## config.mk

```make
export PLATFORM = sky130hd
export DESIGN_NAME = tws_ctl_slave
export DESIGN_NICKNAME = d
export VERILOG_FILES = /design/src/rtl/tws_pkg.sv /design/src/rtl/tws_sync.sv /design/src/rtl/tws_framer.sv /design/src/rtl/tws_ctrl.sv /design/src/rtl/tws_tx.sv /design/src/rtl/tws_regfile.sv /design/src/rtl/tws_ctl_slave.sv
export SDC_FILE = /design/constraint.sdc
export NUM_CORES = 1
export LEC_CHECK = 0
export CORE_MARGIN = 4
export CORE_UTILIZATION = 40
export DETAILED_ROUTE_END_ITERATION = 7
export PLACE_DENSITY = 0.63
export SKIP_CTS_REPAIR_TIMING = 1
export SLEW_MARGIN = 20
export SYNTH_ARGS = -nofsm -noshare
export SYNTH_HDL_FRONTEND = slang
export SYNTH_SLANG_ARGS = --single-unit
```

## constraint.sdc

```tcl
create_clock -name clk -period 2.9 [get_ports clk]
set_clock_uncertainty 0.05 [all_clocks]
set_input_delay 0.58 -clock clk [delete_from_list [all_inputs] [get_ports clk]]
set_output_delay 0.58 -clock clk [all_outputs]
set_load 0.05 [all_outputs]
```

## src/rtl/tws_pkg.sv

```systemverilog
package tws_pkg;

  localparam int unsigned REG_W     = 16;
  localparam int unsigned RADDR_W   = 7;
  localparam int unsigned REPLY_LEN = 24;

  typedef enum logic [1:0] {
    XF_NONE  = 2'd0,
    XF_WRITE = 2'd1,
    XF_READ  = 2'd2
  } xfer_e;

  typedef enum logic [1:0] {
    CS_IDLE = 2'd0,
    CS_WSEL = 2'd1,
    CS_READ = 2'd2
  } ctl_st_e;

  // transfer type from bits [1:0] of the selection byte
  function automatic xfer_e type_decode(input logic [1:0] t);
    if (!t[1])     return XF_NONE;
    else if (t[0]) return XF_READ;
    else           return XF_WRITE;
  endfunction

  function automatic logic reg_in_range(input logic [RADDR_W-1:0] a,
                                        input int unsigned n);
    return (32'(a) < n);
  endfunction

  // reply bits in shift order: status byte, high byte, low byte
  function automatic logic [REPLY_LEN-1:0] reply_word(
      input logic [RADDR_W-1:0] a, input logic ok, input logic [REG_W-1:0] d);
    logic [REG_W-1:0] v;
    v = ok ? d : '0;
    return {v[7:0], v[15:8], a, ~ok};
  endfunction

endpackage

```

## src/rtl/tws_sync.sv

```systemverilog
module tws_sync #(
  parameter int unsigned W      = 3,
  parameter int unsigned STAGES = 2
) (
  input  logic         clk,
  input  logic         rst_n,
  input  logic [W-1:0] d,
  output logic [W-1:0] q
);
  logic [W-1:0] chain [STAGES];

  always_ff @(posedge clk or negedge rst_n) begin
    if (!rst_n) begin
      for (int i = 0; i < int'(STAGES); i++) chain[i] <= '0;
    end else begin
      chain[0] <= d;
      for (int i = 1; i < int'(STAGES); i++) chain[i] <= chain[i-1];
    end
  end

  assign q = chain[STAGES-1];
endmodule

```

## src/rtl/tws_framer.sv

```systemverilog
module tws_framer (
  input  logic       clk,
  input  logic       rst_n,
  input  logic       take_bit,
  input  logic       din,
  input  logic       restart,
  output logic       byte_done,
  output logic [7:0] byte_val,
  output logic [2:0] bit_cnt
);
  logic [7:0] sr;

  always_ff @(posedge clk or negedge rst_n) begin
    if (!rst_n) begin
      sr        <= '0;
      bit_cnt   <= '0;
      byte_done <= 1'b0;
      byte_val  <= '0;
    end else begin
      byte_done <= 1'b0;
      if (restart) begin
        bit_cnt <= '0;
      end else if (take_bit) begin
        sr      <= {din, sr[7:1]};
        bit_cnt <= bit_cnt + 3'd1;
        if (bit_cnt == 3'd7) begin
          byte_done <= 1'b1;
          byte_val  <= {din, sr[7:1]};
        end
      end
    end
  end
endmodule

```

## src/rtl/tws_ctrl.sv

```systemverilog
module tws_ctrl
  import tws_pkg::*;
#(
  parameter logic [5:0]  DEV_ADDR = 6'h2C,
  parameter int unsigned NREG     = 8
) (
  input  logic               clk,
  input  logic               rst_n,
  input  logic               mode,
  input  logic               mode_edge,
  input  logic               byte_done,
  input  logic [7:0]         byte_val,
  output logic               wr_commit,
  output logic [RADDR_W-1:0] wr_addr,
  output logic [REG_W-1:0]   wr_data,
  output logic [RADDR_W-1:0] prep_addr,
  output logic               prep_ok,
  output logic               rd_armed
);
  ctl_st_e    st;
  logic [1:0] idx;
  logic       wr_pend;
  logic       prep_seen;
  logic [7:0] wr_hi;
  logic       sel_byte, dat_byte;

  assign sel_byte  = byte_done & ~mode;
  assign dat_byte  = byte_done & mode & (st == CS_WSEL);
  assign wr_data   = {wr_hi, byte_val};
  assign wr_commit = dat_byte & (idx == 2'd2) & wr_pend & reg_in_range(wr_addr, NREG);
  assign prep_ok   = prep_seen & reg_in_range(prep_addr, NREG);
  assign rd_armed  = (st == CS_READ);

  always_ff @(posedge clk or negedge rst_n) begin
    if (!rst_n) begin
      st        <= CS_IDLE;
      idx       <= '0;
      wr_pend   <= 1'b0;
      prep_seen <= 1'b0;
      wr_hi     <= '0;
      wr_addr   <= '0;
      prep_addr <= '0;
    end else begin
      if (mode_edge) idx <= '0;
      else if (byte_done && mode && idx != 2'd3) idx <= idx + 2'd1;

      if (sel_byte) begin
        wr_pend <= 1'b0;
        if (byte_val[7:2] != DEV_ADDR) st <= CS_IDLE;
        else begin
          unique case (type_decode(byte_val[1:0]))
            XF_WRITE: st <= CS_WSEL;
            XF_READ:  st <= CS_READ;
            default:  st <= CS_IDLE;
          endcase
        end
      end

      if (dat_byte) begin
        unique case (idx)
          2'd0: begin
            if (byte_val[0]) begin
              prep_addr <= byte_val[7:1];
              prep_seen <= 1'b1;
              wr_pend   <= 1'b0;
            end else begin
              wr_addr <= byte_val[7:1];
              wr_pend <= 1'b1;
            end
          end
          2'd1:    if (wr_pend) wr_hi <= byte_val;
          2'd2:    wr_pend <= 1'b0;
          default: ;
        endcase
      end
    end
  end
endmodule

```

## src/rtl/tws_tx.sv

```systemverilog
module tws_tx #(
  parameter int unsigned LEN = 24
) (
  input  logic           clk,
  input  logic           rst_n,
  input  logic           start,
  input  logic           stop,
  input  logic [LEN-1:0] frame,
  input  logic           bit_rise,
  input  logic           bit_fall,
  output logic           dout,
  output logic           oe
);
  localparam int unsigned CW = $clog2(LEN + 1);

  logic [LEN-1:0] sr;
  logic [CW-1:0]  left;
  logic           pend;

  always_ff @(posedge clk or negedge rst_n) begin
    if (!rst_n) begin
      sr   <= '0;
      left <= '0;
      pend <= 1'b0;
      oe   <= 1'b0;
    end else if (stop) begin
      oe   <= 1'b0;
      pend <= 1'b0;
    end else if (start) begin
      sr   <= frame;
      left <= CW'(LEN);
      pend <= 1'b0;
      oe   <= 1'b1;
    end else if (oe) begin
      if (bit_rise && left != '0) begin
        left <= left - CW'(1);
        pend <= 1'b1;
      end else if (bit_fall && pend) begin
        pend <= 1'b0;
        sr   <= sr >> 1;
        if (left == '0) oe <= 1'b0;
      end
    end
  end

  assign dout = oe & sr[0];
endmodule

```

## src/rtl/tws_regfile.sv

```systemverilog
module tws_regfile
  import tws_pkg::*;
#(
  parameter int unsigned NREG = 8
) (
  input  logic               clk,
  input  logic               rst_n,
  input  logic               we,
  input  logic [RADDR_W-1:0] waddr,
  input  logic [REG_W-1:0]   wdata,
  input  logic [RADDR_W-1:0] raddr,
  output logic [REG_W-1:0]   rdata,
  output logic [NREG*REG_W-1:0] flat
);
  for (genvar g = 0; g < int'(NREG); g++) begin : g_reg
    logic [REG_W-1:0] q;
    always_ff @(posedge clk or negedge rst_n) begin
      if (!rst_n) q <= '0;
      else if (we && waddr == RADDR_W'(g)) q <= wdata;
    end
    assign flat[g*REG_W +: REG_W] = q;
  end

  always_comb begin
    rdata = '0;
    for (int i = 0; i < int'(NREG); i++)
      if (raddr == RADDR_W'(i)) rdata = flat[i*REG_W +: REG_W];
  end
endmodule

```

## src/rtl/tws_ctl_slave.sv

```systemverilog
module tws_ctl_slave
  import tws_pkg::*;
#(
  parameter logic [5:0]  DEV_ADDR    = 6'h2C,
  parameter int unsigned NREG        = 8,
  parameter int unsigned SYNC_STAGES = 2
) (
  input  logic                  clk,
  input  logic                  rst_n,
  input  logic                  sc_clk_i,
  input  logic                  sc_mode_i,
  input  logic                  sc_dat_i,
  output logic                  sc_dat_o,
  output logic                  sc_dat_oe,
  output logic [NREG*REG_W-1:0] regs_o
);
  // synchronized lines and named events
  logic s_clk, s_mode, s_dat;
  logic clk_q, mode_q, awake;
  logic bit_rise, bit_fall, mode_edge, take_bit;
  logic byte_done;
  logic [7:0] byte_val;
  logic [2:0] bit_cnt;
  logic wr_commit, prep_ok, rd_armed;
  logic [RADDR_W-1:0] wr_addr, prep_addr;
  logic [REG_W-1:0] wr_data, rd_data;
  logic tx_start, tx_stop;

  tws_sync #(.W(3), .STAGES(SYNC_STAGES)) u_sync (
    .clk(clk), .rst_n(rst_n),
    .d({sc_clk_i, sc_mode_i, sc_dat_i}),
    .q({s_clk, s_mode, s_dat})
  );

  always_ff @(posedge clk or negedge rst_n) begin
    if (!rst_n) begin
      clk_q  <= 1'b0;
      mode_q <= 1'b0;
      awake  <= 1'b0;
    end else begin
      clk_q  <= s_clk;
      mode_q <= s_mode;
      if (bit_rise) awake <= 1'b1;
    end
  end

  assign bit_rise  = s_clk & ~clk_q;
  assign bit_fall  = ~s_clk & clk_q;
  assign mode_edge = s_mode ^ mode_q;
  assign take_bit  = bit_rise & awake;
  assign tx_start  = mode_edge & s_mode & rd_armed;
  assign tx_stop   = mode_edge & ~s_mode;

  tws_framer u_framer (
    .clk(clk), .rst_n(rst_n), .take_bit(take_bit), .din(s_dat),
    .restart(mode_edge), .byte_done(byte_done), .byte_val(byte_val),
    .bit_cnt(bit_cnt)
  );

  tws_ctrl #(.DEV_ADDR(DEV_ADDR), .NREG(NREG)) u_ctrl (
    .clk(clk), .rst_n(rst_n), .mode(s_mode), .mode_edge(mode_edge),
    .byte_done(byte_done), .byte_val(byte_val), .wr_commit(wr_commit),
    .wr_addr(wr_addr), .wr_data(wr_data), .prep_addr(prep_addr),
    .prep_ok(prep_ok), .rd_armed(rd_armed)
  );

  tws_regfile #(.NREG(NREG)) u_regs (
    .clk(clk), .rst_n(rst_n), .we(wr_commit), .waddr(wr_addr),
    .wdata(wr_data), .raddr(prep_addr), .rdata(rd_data), .flat(regs_o)
  );

  tws_tx #(.LEN(REPLY_LEN)) u_tx (
    .clk(clk), .rst_n(rst_n), .start(tx_start), .stop(tx_stop),
    .frame(reply_word(prep_addr, prep_ok, rd_data)),
    .bit_rise(bit_rise), .bit_fall(bit_fall),
    .dout(sc_dat_o), .oe(sc_dat_oe)
  );
endmodule

```

==> summary.txt, run 1 <==
Run status
  • Status: finished clean

Synthesis
  • Mapped Cells: 750
  • Syn Nets: 765
  • Post-synthesis compound-gate area fraction: 7.92%
  • Post-Synth XOR/XNOR Area: 0.183%
  • Post-synthesis register bit count: 215
  • Unique masters post-synth: 56
  • Top cells by area, synth: dfrtp_1 56%, mux2_2 17%, mux4_2 2.6%
  • Adder-cell share of the synthesized area: 1.31%
  • Seq/Total Area, Yosys: 56.2%
  • Yosys warnings: 0
  • Number of flops mapped to enable cells by yosys: 0
  • Simple-Gate Fraction of Synth Area: 8.43%
  • Mapped Avg Cell Area: 12.8 um2
  • Cell Area, Synth: 0.00957 mm2
  • Post-synth top area share: 56.2%
  • Mux cell area share after synthesis: 23.2%
  • Biggest area consumer among synthesized cells: dfrtp_1
  • Largest family of logic cells by synthesized area: multiplexers
  • Top_reg_cell synth: dfrtp_1
  • Async SR Flop Fraction: 100%

Worst setup path
  • Critical path's slowest cell: clkdlybuf4s50_1
  • Worst-path cell chain: and2_1 -> clkdlybuf4s50_1
  • CP top delay family: buffers and inverters
  • Worst path max stage delay: 800 ps
  • Endpoint class of the critical path: primary output
  • CP Launch Type: flop
  • WP buf/inv: 1
  • Worst setup path category: reg2out
  • CP arrival: 1850 ps
  • Critical Path Fanout Max: 5
  • Worst EP required: 2270 ps

Layout
  • Commonest non-fill, non-tap cell in the layout: dfrtp_1
  • Fin cells: 1231
  • Most frequent cells in the layout: 213 x dfrtp_1, 145 x mux2_2, 133 x clkdlybuf4s50_1
  • Nets@finish: 909
  • Layout cell share with drive strength beyond 1: 26.2%
  • Diodes inserted: 0
  • Area grow syn2layout: 28.3%
  • Reg area: 0.00538 mm2
  • Fillers: 2091
  • Multi-input logic area: 0.00394 mm2

Clock network
  • Reg clk slew, reported paths: 60 ps
  • CTS tree: built
  • Clk buf depth: 3
  • CTS root buf: clkbuf_16
  • Clock insertion delay at the later pin of the skew report: 530 ps
  • Cts bufs inserted: 25
  • CTS H-tree lvls: 1
  • Clock Sinks: 215

Drt
  • 1st-iter DRT viols: 443
  • Pre-Repair DR Iteration Count: 5
  • Number of vias per cell: 5.38
  • Post-route ant nets: 0
  • # DRC: 0
  • DR WL/cell: 21.6 um
  • Vias: 6622
  • Final wirelength: 26.5 mm

STA
  • Worst rel slew slack: 49.6%
  • Setup_tns: 0 ps
  • Period Utilization, post-route: 85.4%
  • Fmax: 404 MHz
  • Final hold vios: 0
  • Worst slew pin tran: 756 ps
  • Max Slew Vio Count: 0
  • Final min period: 2480 ps
  • # setup viols final: 0
  • RSZ-0062 raised after global routing: false

GRT
  • Vias in the first global route: 6855
  • Tot GR Track Use: 20.3%
  • Wire length of the first global-routing pass: 41.8 mm
  • Gr ovfl total: 0
  • Largest net degree at the start of global routing: 87
  • Initial antenna violation count: 0

Floorplanning
  • Row count: 56
  • Die width: 163 um
  • I/O pins: 135
  • Core area: 0.0235 mm2
  • Initial Utilization: 40.7%
  • Die area: 0.0265 mm2
  • Die Ht: 163 um

Place
  • Routability cong.: 0.851
  • Number of I/O port buffers: 134
  • Cells after DPL: 1186
  • HPWL after DPL: 18.5 mm

Hold path
  • Worst min path class: in2async

Pwr
  • Leakage: 5.55 nW
  • Peak supply drop: 289 uV
  • Total power: 6.60 mW
  • Pwr dens: 537 mW/mm2

Flow run
  • Max Cap Violations: 0
==> Yosys cell counts, drive strengths merged (2+ instances only) <==
library cell and count:
dfrtp 215, mux2 165, nand2 65, o21ai 37, clkbuf 29, nor2 21, a21oi 20, buf 19
o22ai 16, nor3 13, mux2i 12, inv 11, mux4 11, nand3 11, ha 10, a22oi 8
nand2b 8, a31oi 7, nand3b 7, o211ai 6, a32oi 5, nor2b 5, a211oi 4, o221ai 4
and2 3, and3b 3, nand4 3, nor3b 3, o21a 3, a21boi 2, a22o 2, and3 2
and4 2, nand4b 2, nor4 2, o2bb2ai 2, xnor2 2
==> registers in the layout, indices dropped and copies added (netlist names), 2 cells and up <==
| name | count |
|---|---|
| u_ctrl.idx | 2 |
| u_ctrl.prep_addr | 7 |
| u_ctrl.st | 2 |
| u_ctrl.wr_addr | 7 |
| u_ctrl.wr_hi | 8 |
| u_framer.bit_cnt | 3 |
| u_framer.byte_val | 8 |
| u_framer.sr | 7 |
| u_regs.g.q | 128 |
| u_sync.chain | 3 |
| u_sync.q | 3 |
| u_tx.left | 5 |
| u_tx.sr | 24 |
==> cell type report <==
type | count | share of cell area, %
Clock buffer | 34 | 5.70
Clock inverter | 11 | 1.53
Inverter | 12 | 0.367
Multi-Input combinational cell | 475 | 32.1
Sequential cell | 215 | 43.8
Tap cell | 319 | 3.25
Timing Repair Buffer | 165 | 13.3
==> per-stage QoR <==
step	setup slack [ps]	util [%]	area, um2	hold slack (ps)
5_1_grt	344	52.2	12300	72.3
2_1_floorplan	760	-	9570	234
6_report	424	52.2	12300	11.1
3_3_place_gp	640	48.4	11400	283
3_5_place_dp	616	48.4	11400	285
4_1_cts	392	52.2	12300	42.3
==> kinds of logic (layout without fill, tap and decap cells) <==
| family | Yosys count | count (layout) |
|---|---|---|
| and+or+nand+nor | 154 | 154 |
| xor gates and xnor gates | 2 | 2 |
| muxes | 188 | 188 |
| DFF | 215 | 215 |
| buffers and inverters | 60 | 222 |
| AOI/OAI and AO/OA | 121 | 121 |
| adders and majority gates | 10 | 10 |
==> final timing paths <==
kind,slack [ps],cells after the start,end,start
setup / recovery,420,2,sc_dat_o,u_tx.oe
hold / removal,10,1,u_framer.sr[5],rst_n
setup reg to reg,590,6,u_regs.g_reg[4].q[12],u_ctrl.st[1]
hold reg to reg,300,0,u_sync.q[0],u_sync.chain[3]
max in group asynchronous,2080,2,u_regs.g_reg[6].q[14],rst_n
min in group clk,300,0,u_sync.q[0],u_sync.chain[3]
==> routing by layer <==
| metal | vias to the layer above | share of wire [%] | wire length [um] | GRT usage [%] |
|---|---|---|---|---|
| met5 | - | 0 | 0 | 0 |
| met4 | 0 | 1.2 | 311 | 3.35 |
| met3 | 22 | 5.4 | 1440 | 3.11 |
| met2 | 168 | 48 | 12700 | 32.8 |
| met1 | 3419 | 45 | 12100 | 29.8 |
| li1 | 3013 | - | - | - |
==> power breakdown <==
| group | internal (mW) | switching (mW) | total (mW) |
|---|---|---|---|
| logic | 0.0586 | 0.0828 | 0.141 |
| registers | 3.05 | 0.0325 | 3.08 |
| clock network | 2.13 | 1.24 | 3.37 |
No activity file was read; power rests on OpenSTA's default activity.
==> run 2: changes to the inputs <==
CAP_MARGIN = 40   (was default)
MAX_ROUTING_LAYER = met4   (was default)
==> run 2 against run 1 <==
Global-route usage up 0.62 points. Die area unchanged. First-iteration DRC count down 0.23%. Via count up 0.80%. Sequential cell count unchanged. Sequential share of layout area unchanged. Maximum frequency about the same. Combinational power about the same. Critical path depth unchanged. Highest routed layer unchanged.
==> summary.txt, run 2 (same netlist as run 1, synthesis figures left out) <==
Pwr
  • Peak supply drop: 289 uV
  • Sw Share: 20.6%
  • Leakage: 5.55 nW
  • Logic pwr share: 2.2%
  • Flop pwr share: 46.7%
  • Pwr dens: 537 mW/mm2
  • Clk pwr share: 51.1%
  • Net switching power: 1.36 mW
  • Total power: 6.60 mW
  • Cell Int Power: 5.24 mW

Clock network
  • CTS tree: built
  • Cts bufs inserted: 25
  • Clock Sinks: 215
  • Clock insertion delay at the later pin of the skew report: 530 ps
  • CTS H-tree lvls: 1
  • Reg clk slew, reported paths: 60 ps
  • Clk buf depth: 3
  • CTS root buf: clkbuf_16

Drt
  • DR WL/cell: 21.7 um
  • Pre-Repair DR Iteration Count: 5
  • Vias: 6675
  • 1st-iter DRT viols: 442
  • Final wirelength: 26.8 mm
  • Number of vias per cell: 5.42
  • # DRC: 0
  • Post-route ant nets: 0

Layout
  • Nets@finish: 909
  • Multi-input logic area: 0.00394 mm2
  • Layout cell share with drive strength beyond 1: 26.2%
  • Fin cells: 1231
  • Fillers: 2091
  • Reg area: 0.00538 mm2
  • Post-layout util: 52.2%
  • Area grow syn2layout: 28.3%
  • Commonest non-fill, non-tap cell in the layout: dfrtp_1
  • Cell area after layout: 0.0123 mm2
  • Biggest register: u_regs.g.q
  • Diodes inserted: 0
  • Largest registers: u_regs.g.q (128), u_tx.sr (24)
  • Most frequent cells in the layout: 213 x dfrtp_1, 145 x mux2_2, 133 x clkdlybuf4s50_1
  • Max reg flops: 128

Place
  • Number of I/O port buffers: 134
  • Place WS: 616 ps
  • Routability cong.: 0.865
  • Placed Area: 0.0114 mm2
  • HPWL after DPL: 18.5 mm
  • Cells after DPL: 1186

GRT
  • Gr ovfl total: 0
  • Initial antenna violation count: 0
  • Largest net degree at the start of global routing: 87
  • Vias in the first global route: 6862
  • Tot GR Track Use: 20.9%
  • Wire length of the first global-routing pass: 41.8 mm

STA
  • Final min period: 2480 ps
  • Worst rel slew slack: 49.2%
  • RSZ-0062 raised after global routing: false
  • Period Utilization, post-route: 85.4%
  • # setup viols final: 0
  • Worst Setup Slack, final: 424 ps
  • Max Slew Vio Count: 0
  • Final hold vios: 0
  • Setup_tns: 0 ps
  • Fmax: 404 MHz
  • Worst slew pin tran: 762 ps
  • Worst hold slack: 16.9 ps

Worst setup path
  • Reg2reg setup slack: 580 ps
  • Endpoint class of the critical path: primary output
  • Worst setup path category: reg2out
  • CP arrival: 1850 ps
  • CP Launch Type: flop
  • Critical Path Fanout Max: 5
  • Worst EP required: 2270 ps

Floorplanning
  • I/O pins: 135
  • Die area: 0.0265 mm2
  • Initial Utilization: 40.7%
  • Die Ht: 163 um
  • Row count: 56
  • Core area: 0.0235 mm2
  • Die width: 163 um

Hold path
  • Worst min path class: in2async

Run status
  • Status: finished clean

Flow run
  • Max Cap Violations: 0
-- run 2: power by group through the flow --
stage,Sequential (mW),Clock (mW),Combinational (mW)
finish,3.08,3.37,0.142
floorplan,3.13,0,0.0554
detailed placement,3.14,0,0.149
CTS,3.08,3.44,0.149
global placement,3.14,0,0.145
global route,3.09,3.56,0.166
-- run 2: path summary, 6_finish.rpt --
check | startpoint | end | depth (start not counted)
setup / recovery | u_tx.oe | sc_dat_o | 2
hold / removal | rst_n | u_framer.sr[5] | 1
setup reg to reg | u_ctrl.st[1] | u_regs.g_reg[4].q[12] | 6
hold reg to reg | u_sync.chain[3] | u_sync.q[0] | 0
max in group asynchronous | rst_n | u_regs.g_reg[1].q[6] | 2
min in group clk | u_sync.chain[3] | u_sync.q[0] | 0
-- run 2: per-layer routing --
| layer | track usage [%] | wire, um |
|---|---|---|
| met3 | 2.94 | 1380 |
| met5 | - | 0 |
| met2 | 32.8 | 12700 |
| met4 | 3.39 | 318 |
| met1 | 30.0 | 12300 |
-- run 2: layout make-up --
cell class / instances / share of cell area [%]
Sequential cell: 215 / 43.8
Clock inverter: 11 / 1.53
Timing Repair Buffer: 165 / 13.3
Tap cell: 319 / 3.25
Inverter: 12 / 0.367
Multi-Input combinational cell: 475 / 32.1
Clock buffer: 34 / 5.70
-- run 2: worst max-delay path, cell delays in order (launching register included) --
cell and delay, ps:
dfrtp_1 400, and2_1 140, clkdlybuf4s50_1 800
==> run 3: changes to the inputs <==
RECOVER_POWER = 100   (was default)
==> run 3 against run 2 <==
Largest cell class unchanged. Count of clock-buffer cells in the layout is the same. The run now ends with capacitance limit, slew limit left. Register-to-register slack lost 240 ps. Global-route usage unchanged. Sequential cell count did not move. Critical path depth is 4 higher.
==> summary.txt, run 3 (same netlist as run 1, synthesis figures left out) <==
Clock network
  • Cts bufs inserted: 25
  • Clk buf depth: 3
  • Clock Sinks: 215
  • Clock insertion delay at the later pin of the skew report: 530 ps
  • CTS root buf: clkbuf_16
  • CTS tree: built
  • CTS H-tree lvls: 1
  • Reg clk slew, reported paths: 60 ps

Drt
  • # DRC: 0
  • Post-route ant nets: 0
  • Number of vias per cell: 5.46
  • Vias: 6717
  • 1st-iter DRT viols: 484
  • DR WL/cell: 21.6 um
  • Final wirelength: 26.6 mm
  • Pre-Repair DR Iteration Count: 7

Layout
  • Commonest non-fill, non-tap cell in the layout: dfrtp_1
  • Fin cells: 1231
  • Reg area: 0.00538 mm2
  • Cell area after layout: 0.0122 mm2
  • Biggest register: u_regs.g.q
  • Multi-input logic area: 0.00392 mm2
  • Largest registers: u_regs.g.q (128), u_tx.sr (24)
  • Max reg flops: 128
  • Layout cell share with drive strength beyond 1: 25.1%
  • Diodes inserted: 0
  • Nets@finish: 909
  • Area grow syn2layout: 27.4%
  • Most frequent cells in the layout: 214 x dfrtp_1, 145 x mux2_2, 133 x dlygate4sd3_1
  • Fillers: 2100

Pwr
  • Leakage: 5.99 nW
  • Peak supply drop: 291 uV
  • Pwr dens: 540 mW/mm2

Worst setup path
  • CP Launch Type: flop
  • CP arrival: 2910 ps
  • Critical Path Fanout Max: 15
  • Worst setup path category: reg2reg
  • Endpoint class of the critical path: flop
  • Worst EP required: 3250 ps

Place
  • Place WS: 616 ps
  • Cells after DPL: 1186
  • HPWL after DPL: 18.5 mm
  • Number of I/O port buffers: 134
  • Routability cong.: 0.865
  • Placed Area: 0.0114 mm2

STA
  • Final hold vios: 0
  • Setup_tns: 0 ps
  • Final min period: 2560 ps
  • Worst slew pin tran: 2270 ps
  • Worst rel slew slack: -51.6%
  • RSZ-0062 raised after global routing: false
  • Max Slew Vio Count: 84
  • Period Utilization, post-route: 88.4%
  • Worst Setup Slack, final: 336 ps
  • # setup viols final: 0
  • Fmax: 390 MHz

Floorplanning
  • Die area: 0.0265 mm2
  • Initial Utilization: 40.7%
  • I/O pins: 135
  • Core area: 0.0235 mm2
  • Row count: 56
  • Die Ht: 163 um
  • Die width: 163 um

GRT
  • Tot GR Track Use: 20.9%
  • Vias in the first global route: 6862
  • Gr ovfl total: 0
  • Largest net degree at the start of global routing: 87
  • Initial antenna violation count: 0
  • Wire length of the first global-routing pass: 41.8 mm

Flow run
  • Max Cap Violations: 1

Run status
  • Failing checks: capacitance limit, slew limit
  • Status: finished, violations left

Hold path
  • Worst min path class: reg2reg
run 3: cell types whose count changed in the layout (fill, tap and decap cells not counted), moves of 2 or more:
| cell | before | now |
|---|---|---|
| dlygate4sd3_1 | 0 | 133 |
| and2_0 | 0 | 2 |
| clkdlybuf4s50_1 | 133 | 0 |
| and2_1 | 3 | 1 |
| clkbuf_2 | 0 | 12 |
| clkbuf_1 | 5 | 11 |
| buf_4 | 27 | 10 |
run 3: per-stage QoR:
stage / util, % / total power, mW / hold slack (ps)
2_1_floorplan: - / 3.18 / 234
3_3_place_gp: 48.4 / 3.28 / 283
3_5_place_dp: 48.4 / 3.29 / 285
4_1_cts: 52.2 / 6.67 / 42.3
5_1_grt: 51.8 / 6.81 / 313
6_report: 51.8 / 6.59 / 296
run 3: routing by layer:
metal | up-vias | share of wire (%) | track usage (%) | wire, um
li1 | 3022 | - | - | -
met1 | 3470 | 46 | 30.0 | 12200
met2 | 199 | 48 | 32.8 | 12800
met3 | 26 | 4.8 | 2.94 | 1280
met4 | 0 | 1.2 | 3.39 | 331
met5 | - | 0 | - | 0
run 3: power breakdown:
part,total (mW),internal [mW],switching (mW)
clock,3.37,2.13,1.24
sequential,3.08,3.05,0.0325
combinational,0.138,0.0550,0.0828
run 3: worst paths after layout:
path	from	endpoint	slack (ps)	depth (start not counted)
min in group asynchronous	rst_n	u_framer.sr[5]	670	1
max reg2reg	u_ctrl.wr_addr[5]	u_regs.g_reg[4].q[12]	340	6
max in group asynchronous	rst_n	u_regs.g_reg[6].q[6]	710	2
min reg2reg	u_sync.chain[3]	u_sync.q[0]	300	0
min	u_sync.chain[3]	u_sync.q[0]	300	0
max	u_ctrl.wr_addr[5]	u_regs.g_reg[4].q[12]	340	6
run 3: worst max-delay path, cell delays in order, from the launching register on:
cell	delay [ps]
dfrtp_1	380
nor4_1	350
nand4_1	160
nand2b_1	280
nor3b_1	360
clkbuf_2	460
mux2_2	390
run 3: area by class of cell:
class / instances / share of cell area (%)
tap: 319 / 3.27
timing repair buffer: 165 / 12.9
multi-input combinational: 475 / 32.1
clock inverter: 11 / 1.54
sequential: 215 / 44.1
clock buffer: 34 / 5.73
inverter: 12 / 0.369
